## src/rtl/lane_sat_pkg.sv

```systemverilog
package lane_sat_pkg;

  typedef enum logic [1:0] {
    LM_W32    = 2'd0,
    LM_H16    = 2'd1,
    LM_B8     = 2'd2,
    LM_B8_ALT = 2'd3
  } lane_mode_e;

  localparam int unsigned NUM_LAYOUTS = 3;

endpackage

```

## src/rtl/lane_sat_slice.sv

```systemverilog
module lane_sat_slice #(
  parameter int unsigned W = 8
) (
  input  logic [W-1:0] a_i,
  input  logic [W-1:0] b_i,
  input  logic         sub_i,
  output logic [W-1:0] res_o,
  output logic         sat_o
);

  localparam logic [W-1:0] MAXV = {1'b0, {(W-1){1'b1}}};
  localparam logic [W-1:0] MINV = {1'b1, {(W-1){1'b0}}};

  // exact result at one extra bit of precision
  function automatic logic [W:0] wide_sum(input logic [W-1:0] a, input logic [W-1:0] b,
                                          input logic sub);
    logic [W:0] ea;
    logic [W:0] eb;
    ea = {a[W-1], a};
    eb = {b[W-1], b};
    return sub ? (ea - eb) : (ea + eb);
  endfunction

  function automatic logic [W-1:0] clamp(input logic [W:0] s);
    if (s[W] != s[W-1]) return s[W] ? MINV : MAXV;
    return s[W-1:0];
  endfunction

  logic [W:0] exact_w;
  logic       ovf_pos_w;
  logic       ovf_neg_w;

  assign exact_w   = wide_sum(a_i, b_i, sub_i);
  assign ovf_pos_w = ~exact_w[W] &  exact_w[W-1];
  assign ovf_neg_w =  exact_w[W] & ~exact_w[W-1];
  assign res_o     = clamp(exact_w);
  assign sat_o     = ovf_pos_w | ovf_neg_w;

  always_comb begin

    if (ovf_pos_w) pos_clamp_chk: assert (res_o == MAXV);

    if (ovf_neg_w) neg_clamp_chk: assert (res_o == MINV);

    if (!sat_o) exact_pass_chk: assert ({res_o[W-1], res_o} == exact_w);
  end

endmodule

```

## src/rtl/lane_sat_group.sv

```systemverilog
module lane_sat_group #(
  parameter int unsigned DATA_W = 32,
  parameter int unsigned LANES  = 1
) (
  input  logic [DATA_W-1:0] a_i,
  input  logic [DATA_W-1:0] b_i,
  input  logic              sub_i,
  output logic [DATA_W-1:0] res_o,
  output logic              any_sat_o
);

  localparam int unsigned LW = DATA_W / LANES;

  logic [LANES-1:0] lane_sat_w;

  for (genvar g = 0; g < LANES; g++) begin : g_lane
    lane_sat_slice #(.W(LW)) slice_i (
      .a_i   (a_i[g*LW +: LW]),
      .b_i   (b_i[g*LW +: LW]),
      .sub_i (sub_i),
      .res_o (res_o[g*LW +: LW]),
      .sat_o (lane_sat_w[g])
    );
  end

  assign any_sat_o = |lane_sat_w;

endmodule

```

## src/rtl/lane_sat_core.sv

```systemverilog
module lane_sat_core
  import lane_sat_pkg::*;
#(
  parameter int unsigned DATA_W = 32
) (
  input  logic [DATA_W-1:0] a_i,
  input  logic [DATA_W-1:0] b_i,
  input  logic              sub_i,
  input  lane_mode_e        mode_i,
  output logic [DATA_W-1:0] res_o,
  output logic              full_sat_evt_o,
  output logic              packed_sat_evt_o
);

  // layout k splits the word into 2**k lanes
  logic [DATA_W-1:0] grp_res_w [NUM_LAYOUTS];
  logic              grp_sat_w [NUM_LAYOUTS];

  for (genvar k = 0; k < NUM_LAYOUTS; k++) begin : g_layout
    lane_sat_group #(.DATA_W(DATA_W), .LANES(1 << k)) grp_i (
      .a_i       (a_i),
      .b_i       (b_i),
      .sub_i     (sub_i),
      .res_o     (grp_res_w[k]),
      .any_sat_o (grp_sat_w[k])
    );
  end

  always_comb begin
    unique case (mode_i)
      LM_W32:  res_o = grp_res_w[0];
      LM_H16:  res_o = grp_res_w[1];
      default: res_o = grp_res_w[2];
    endcase
  end

  assign full_sat_evt_o   = grp_sat_w[0];
  assign packed_sat_evt_o = (mode_i == LM_H16) ? grp_sat_w[1] : grp_sat_w[2];

endmodule

```

## src/rtl/sat_sticky_flag.sv

```systemverilog
module sat_sticky_flag (
  input  logic clk,
  input  logic rst,
  input  logic set_evt_i,
  input  logic wr_en_i,
  input  logic wr_val_i,
  output logic flag_o
);

  always_ff @(posedge clk) begin
    if (rst)            flag_o <= 1'b0;
    else if (wr_en_i)   flag_o <= wr_val_i;
    else if (set_evt_i) flag_o <= 1'b1;
  end


  wr_wins_chk: assert property (@(posedge clk) disable iff (rst)
    wr_en_i |=> (flag_o == $past(wr_val_i)));

  no_fall_chk: assert property (@(posedge clk) disable iff (rst)
    (flag_o && !wr_en_i) |=> flag_o);

  set_takes_chk: assert property (@(posedge clk) disable iff (rst)
    (set_evt_i && !wr_en_i) |=> flag_o);

  reset_clear_chk: assert property (@(posedge clk)
    rst |=> !flag_o);

endmodule

```

## src/rtl/lane_sat_alu.sv

```systemverilog
module lane_sat_alu
  import lane_sat_pkg::*;
#(
  parameter int unsigned DATA_W = 32
) (
  input  logic              clk,
  input  logic              rst,
  input  logic              op_valid,
  input  logic              op_sub,
  input  logic [1:0]        op_mode,
  input  logic [DATA_W-1:0] opnd_a,
  input  logic [DATA_W-1:0] opnd_b,
  input  logic              flag_wr,
  input  logic              flag_wr_val,
  output logic [DATA_W-1:0] result,
  output logic              sat_flag
);

  lane_mode_e mode_w;
  logic       full_sat_evt_w;
  logic       packed_sat_evt_w;
  logic       flag_set_evt_w;

  assign mode_w = lane_mode_e'(op_mode);

  lane_sat_core #(.DATA_W(DATA_W)) core_i (
    .a_i              (opnd_a),
    .b_i              (opnd_b),
    .sub_i            (op_sub),
    .mode_i           (mode_w),
    .res_o            (result),
    .full_sat_evt_o   (full_sat_evt_w),
    .packed_sat_evt_o (packed_sat_evt_w)
  );

  assign flag_set_evt_w = op_valid && (mode_w == LM_W32) && full_sat_evt_w;

  sat_sticky_flag flag_i (
    .clk       (clk),
    .rst       (rst),
    .set_evt_i (flag_set_evt_w),
    .wr_en_i   (flag_wr),
    .wr_val_i  (flag_wr_val),
    .flag_o    (sat_flag)
  );


  packed_quiet_chk: assert property (@(posedge clk) disable iff (rst)
    (op_valid && (mode_w != LM_W32) && packed_sat_evt_w && !flag_wr) |=> $stable(sat_flag));

  idle_hold_chk: assert property (@(posedge clk) disable iff (rst)
    (!op_valid && !flag_wr) |=> $stable(sat_flag));

  full_nosat_hold_chk: assert property (@(posedge clk) disable iff (rst)
    (op_valid && (mode_w == LM_W32) && !full_sat_evt_w && !flag_wr) |=> $stable(sat_flag));

endmodule

```

## config.mk

```make
export PLATFORM = sky130hd
export DESIGN_NAME = lane_sat_alu
export DESIGN_NICKNAME = d
export VERILOG_FILES = /design/src/rtl/lane_sat_pkg.sv /design/src/rtl/lane_sat_slice.sv /design/src/rtl/lane_sat_group.sv /design/src/rtl/lane_sat_core.sv /design/src/rtl/sat_sticky_flag.sv /design/src/rtl/lane_sat_alu.sv
export SDC_FILE = /design/constraint.sdc
export NUM_CORES = 1
export LEC_CHECK = 0
export ABC_AREA = 1
export BUFFER_PORTS_ARGS = -buffer_cell sky130_fd_sc_hd__buf_2
export CELL_PAD_IN_SITES_DETAIL_PLACEMENT = 0
export CELL_PAD_IN_SITES_GLOBAL_PLACEMENT = 2
export CORE_MARGIN = 2
export CORE_UTILIZATION = 27
export CTS_CLUSTER_SIZE = 10
export DETAILED_ROUTE_END_ITERATION = 10
export PLACE_DENSITY_LB_ADDON = 0.15
export SLEW_MARGIN = 20
export SYNTH_ARGS = -nofsm -noshare
export SYNTH_HDL_FRONTEND = slang
export SYNTH_SLANG_ARGS = --single-unit
```

## constraint.sdc

```tcl
create_clock -name clk -period 3.3 [get_ports clk]
set_input_delay 0 -clock clk [delete_from_list [all_inputs] [get_ports clk]]
set_output_delay 0 -clock clk [all_outputs]
set_load 0.01 [all_outputs]
```

==> metrics.log <==
[metrics] status: complete, but fails checks
[metrics] failing checks: negative setup slack
[metrics] row count: 58
[metrics] r2r worst-path depth: 2
[metrics] Worst path most repeated cell: nand2_2
[metrics] maximum number of pins on one net before global-route repair: 17
[metrics] Mapped Avg Cell Area: 5.43 um^2
[metrics] maximum ir drop on the vdd rail: 200 uV
[metrics] global-route congestion overflow total: 0
[metrics] antenna diode instance count: 0
[metrics] overall power of the completed layout: 3.92 mW
[metrics] arrival time reported for the critical path endpoint: 3360 ps
[metrics] CP max stage cell: ha_2
[metrics] number of hold violations in the final report: 0
[metrics] global-route wire length before repair: 45200 um
[metrics] share of total power in the clock network: 0
[metrics] number of nets in the synthesized netlist: 1414
[metrics] GRT Util Overall: 0.215
[metrics] cts-stage hold buffer count: 0
[metrics] Peak Freq: 0.298 GHz
[metrics] vertical die dimension: 163 um
[metrics] final estimated routing congestion in global placement: 0.898
[metrics] number of nets with antenna violations after detailed routing: 0
[metrics] cell count after synthesis: 1262
[metrics] logic gate share of total power: 0.996
[metrics] startpoint-to-endpoint class of the critical path: in -> out
[metrics] flop and latch count out of synthesis: 1
[metrics] clock slew at the register clock pins of the worst setup and hold paths: 0 ps
[metrics] DR DRC count: 0
[metrics] area growth from synthesis to layout: 51.9%
[metrics] total detailed-routing wirelength: 29000 um
[metrics] Hold Crit Class: in -> reg
[metrics] beginning of the worst hold path: rst
[metrics] proportion of layout cells with a drive suffix above 1: 0.341
[metrics] top register by number of flip-flops: flag_i.flag_o
[metrics] Flop pwr share: 0.004
[metrics] slack of the worst reg-to-reg path: 2740 ps
[metrics] final worst-path setup slack: -56.5 ps
[metrics] drt first pass iters: 6
[metrics] largest registers: flag_i.flag_o: 1 flops
[metrics] pre-CTS WS: -309 ps
[metrics] Critical Path Start Type: primary input
[metrics] final worst path period need: 3360 ps
[metrics] most common library cell in the layout ignoring fill and taps: nand2_1
[metrics] ratio of final minimum period to clock period: 1.02
[metrics] Setup violations, final: 27
[metrics] Switching Share: 0.560
[metrics] critical path peak fanout: 8
[metrics] design area: 10400 um^2
[metrics] unrepaired setup endpoints after global routing: true
[metrics] CORE AREA: 25000 um^2
[metrics] critical path depth: 26
[metrics] distinct cell type count of the synthesized netlist: 47
[metrics] pins over their slew limit: 0
[metrics] total via count in the routed design: 8670
[metrics] antenna violations before repair: 0
[metrics] clock insertion delay at the later pin of the skew report: 0 ps
[metrics] Least-Margin Pin Slew: 604 ps
[metrics] Max transition margin: 0.593
[metrics] Crit Reg-Reg Startpoint: flag_i.flag_o
[metrics] Avg Vias per Cell: 4.57
[metrics] Net count, final: 1721
[metrics] max-capacitance violation count: 0
[metrics] non-filler cells, final: 1897
[metrics] endpoint of the lowest-slack register-to-register path: flag_i.flag_o
[metrics] power density over the cells: 377 nW/um^2
[metrics] switching power of the nets: 2.20 mW
[metrics] post-placement cell count: 1873
[metrics] vias in the first global route: 8218
[metrics] average detailed-routed wire length per instance: 15.3 um
[metrics] crit-path leading delay family: simple AND/OR/NAND/NOR gates
[metrics] capture point of the worst path: result[24]
[metrics] nature of the critical path endpoint: output port
[metrics] Port Buffer Count: 104
[metrics] half-perimeter wire length after detailed placement: 25100 um
[metrics] placed cell areas: 9190 um^2
[metrics] I/O pin cnt: 105
[metrics] max FFs per register: 1
[metrics] top library cells by usage in the layout, fill and taps aside: 397 x nand2_1, 206 x buf_4, 170 x inv_1
[metrics] post-synthesis instance area: 6850 um^2
[metrics] Iter 0 DRT Violations: 486
[metrics] internal cell power: 1.73 mW
[metrics] total number of yosys warnings: 0
[metrics] maximum single-stage delay on the critical path: 370 ps
[metrics] initial core utilization: 0.274
[metrics] clock tree skew after final layout: 0 ps
[metrics] Data required, critical path: 3300 ps
[metrics] width of the chip: 163 um
[metrics] sequential-to-total area share from yosys stat: 0.00292
[metrics] full die area: 26700 um^2
[metrics] total buffers and inverters traversed by the critical path: 7
[metrics] source of the critical timing path: opnd_b[0]
[metrics] cell leakage power: 5.71 nW
power groups by stage:
stage | Clock (mW) | Sequential, mW | Combinational (mW)
2_1_floorplan | 0 | 0.0143 | 2.03
5_1_grt | 0 | 0.0139 | 4.31
3_3_place_gp | 0 | 0.0137 | 3.39
3_5_place_dp | 0 | 0.0138 | 3.39
6_report | 0 | 0.0137 | 3.91
4_1_cts | 0 | 0.0138 | 3.63
metrics by stage:
stage / util / hold slack (ps) / TNS (ps)
after floorplan: - / 166 / 0
after CTS: 0.388 / 262 / -1800
after detailed placement: 0.367 / 259 / -9020
after global routing: 0.415 / 283 / -7240
final: 0.415 / 256 / -855
after global placement: 0.367 / 258 / -8310
synth_stat cells, drive strengths merged:
cell / instances / area, um^2
mux2: 1 / 11.3
o21ai: 50 / 258
xnor2: 32 / 280
o211ai: 2 / 15.0
a21o: 4 / 30.0
nand4: 4 / 25.0
or2: 7 / 43.8
fa: 4 / 80.1
dfxtp: 1 / 20.0
ha: 76 / 951
nor3: 16 / 85.1
nand3b: 13 / 97.6
clkinv: 1 / 3.75
nor2: 109 / 444
buf: 15 / 139
a21boi: 1 / 7.51
o21a: 2 / 15.0
clkbuf: 8 / 30.0
a21oi: 73 / 399
nor4: 4 / 31.3
o31ai: 2 / 15.0
a31oi: 2 / 12.5
nand3: 115 / 691
inv: 183 / 687
o21bai: 13 / 97.6
nand2: 457 / 1790
nor3b: 2 / 25.0
xor2: 62 / 543
o21ba: 1 / 10.0
nand2b: 2 / 12.5
worst min-delay path by stage:
| stage | slack [ps] | endpoint | cells past startpoint |
|---|---|---|---|
| 5_1_grt | 280 | flag_i.flag_o | 3 |
| 6_report | 260 | flag_i.flag_o | 3 |
| 4_1_cts | 260 | flag_i.flag_o | 3 |
| 3_5_place_dp | 260 | flag_i.flag_o | 3 |
| 3_3_place_gp | 260 | flag_i.flag_o | 3 |
| 2_1_floorplan | 170 | flag_i.flag_o | 2 |
cell families after synthesis:
logic type / share of synthesized area
muxes: 0.00164
and+or+nand+nor: 0.474
adders and majority gates: 0.151
xor gates and xnor gates: 0.120
buffers and inverters: 0.126
DFF: 0.00292
AOI/OAI and AO/OA: 0.126
tightest hold or removal path, delay by kind of cell:
family / cells / cell delay [ps]
compound gates: 2 / 130
buf+inv: 1 / 70
per-layer routing:
metal  up-vias  track usage  wire [um]
met5         -            0          0
met2       164        0.336      12200
met3        16      0.00863       1010
met4         0       0.0133        195
met1      3883        0.336      15700
li1       4607            -          -
layout make-up:
type                            count  area (um^2)
Fill cell                        2780        14600
Sequential cell                     1         20.0
Timing Repair Buffer              327         2490
Inverter                          184          712
Tap cell                          330          413
Multi-Input combinational cell   1055         6770
what timing repair did:
| item | in CTS | in global routing |
|---|---|---|
| setup buffers | 11 | 13 |
| endpoints found under the setup margin | 33 | 33 |
| gates resized for setup | 88 | 142 |
| cloned | 3 | 0 |
| pin swaps | 33 | 52 |
Power figures use the tool's default switching activity.
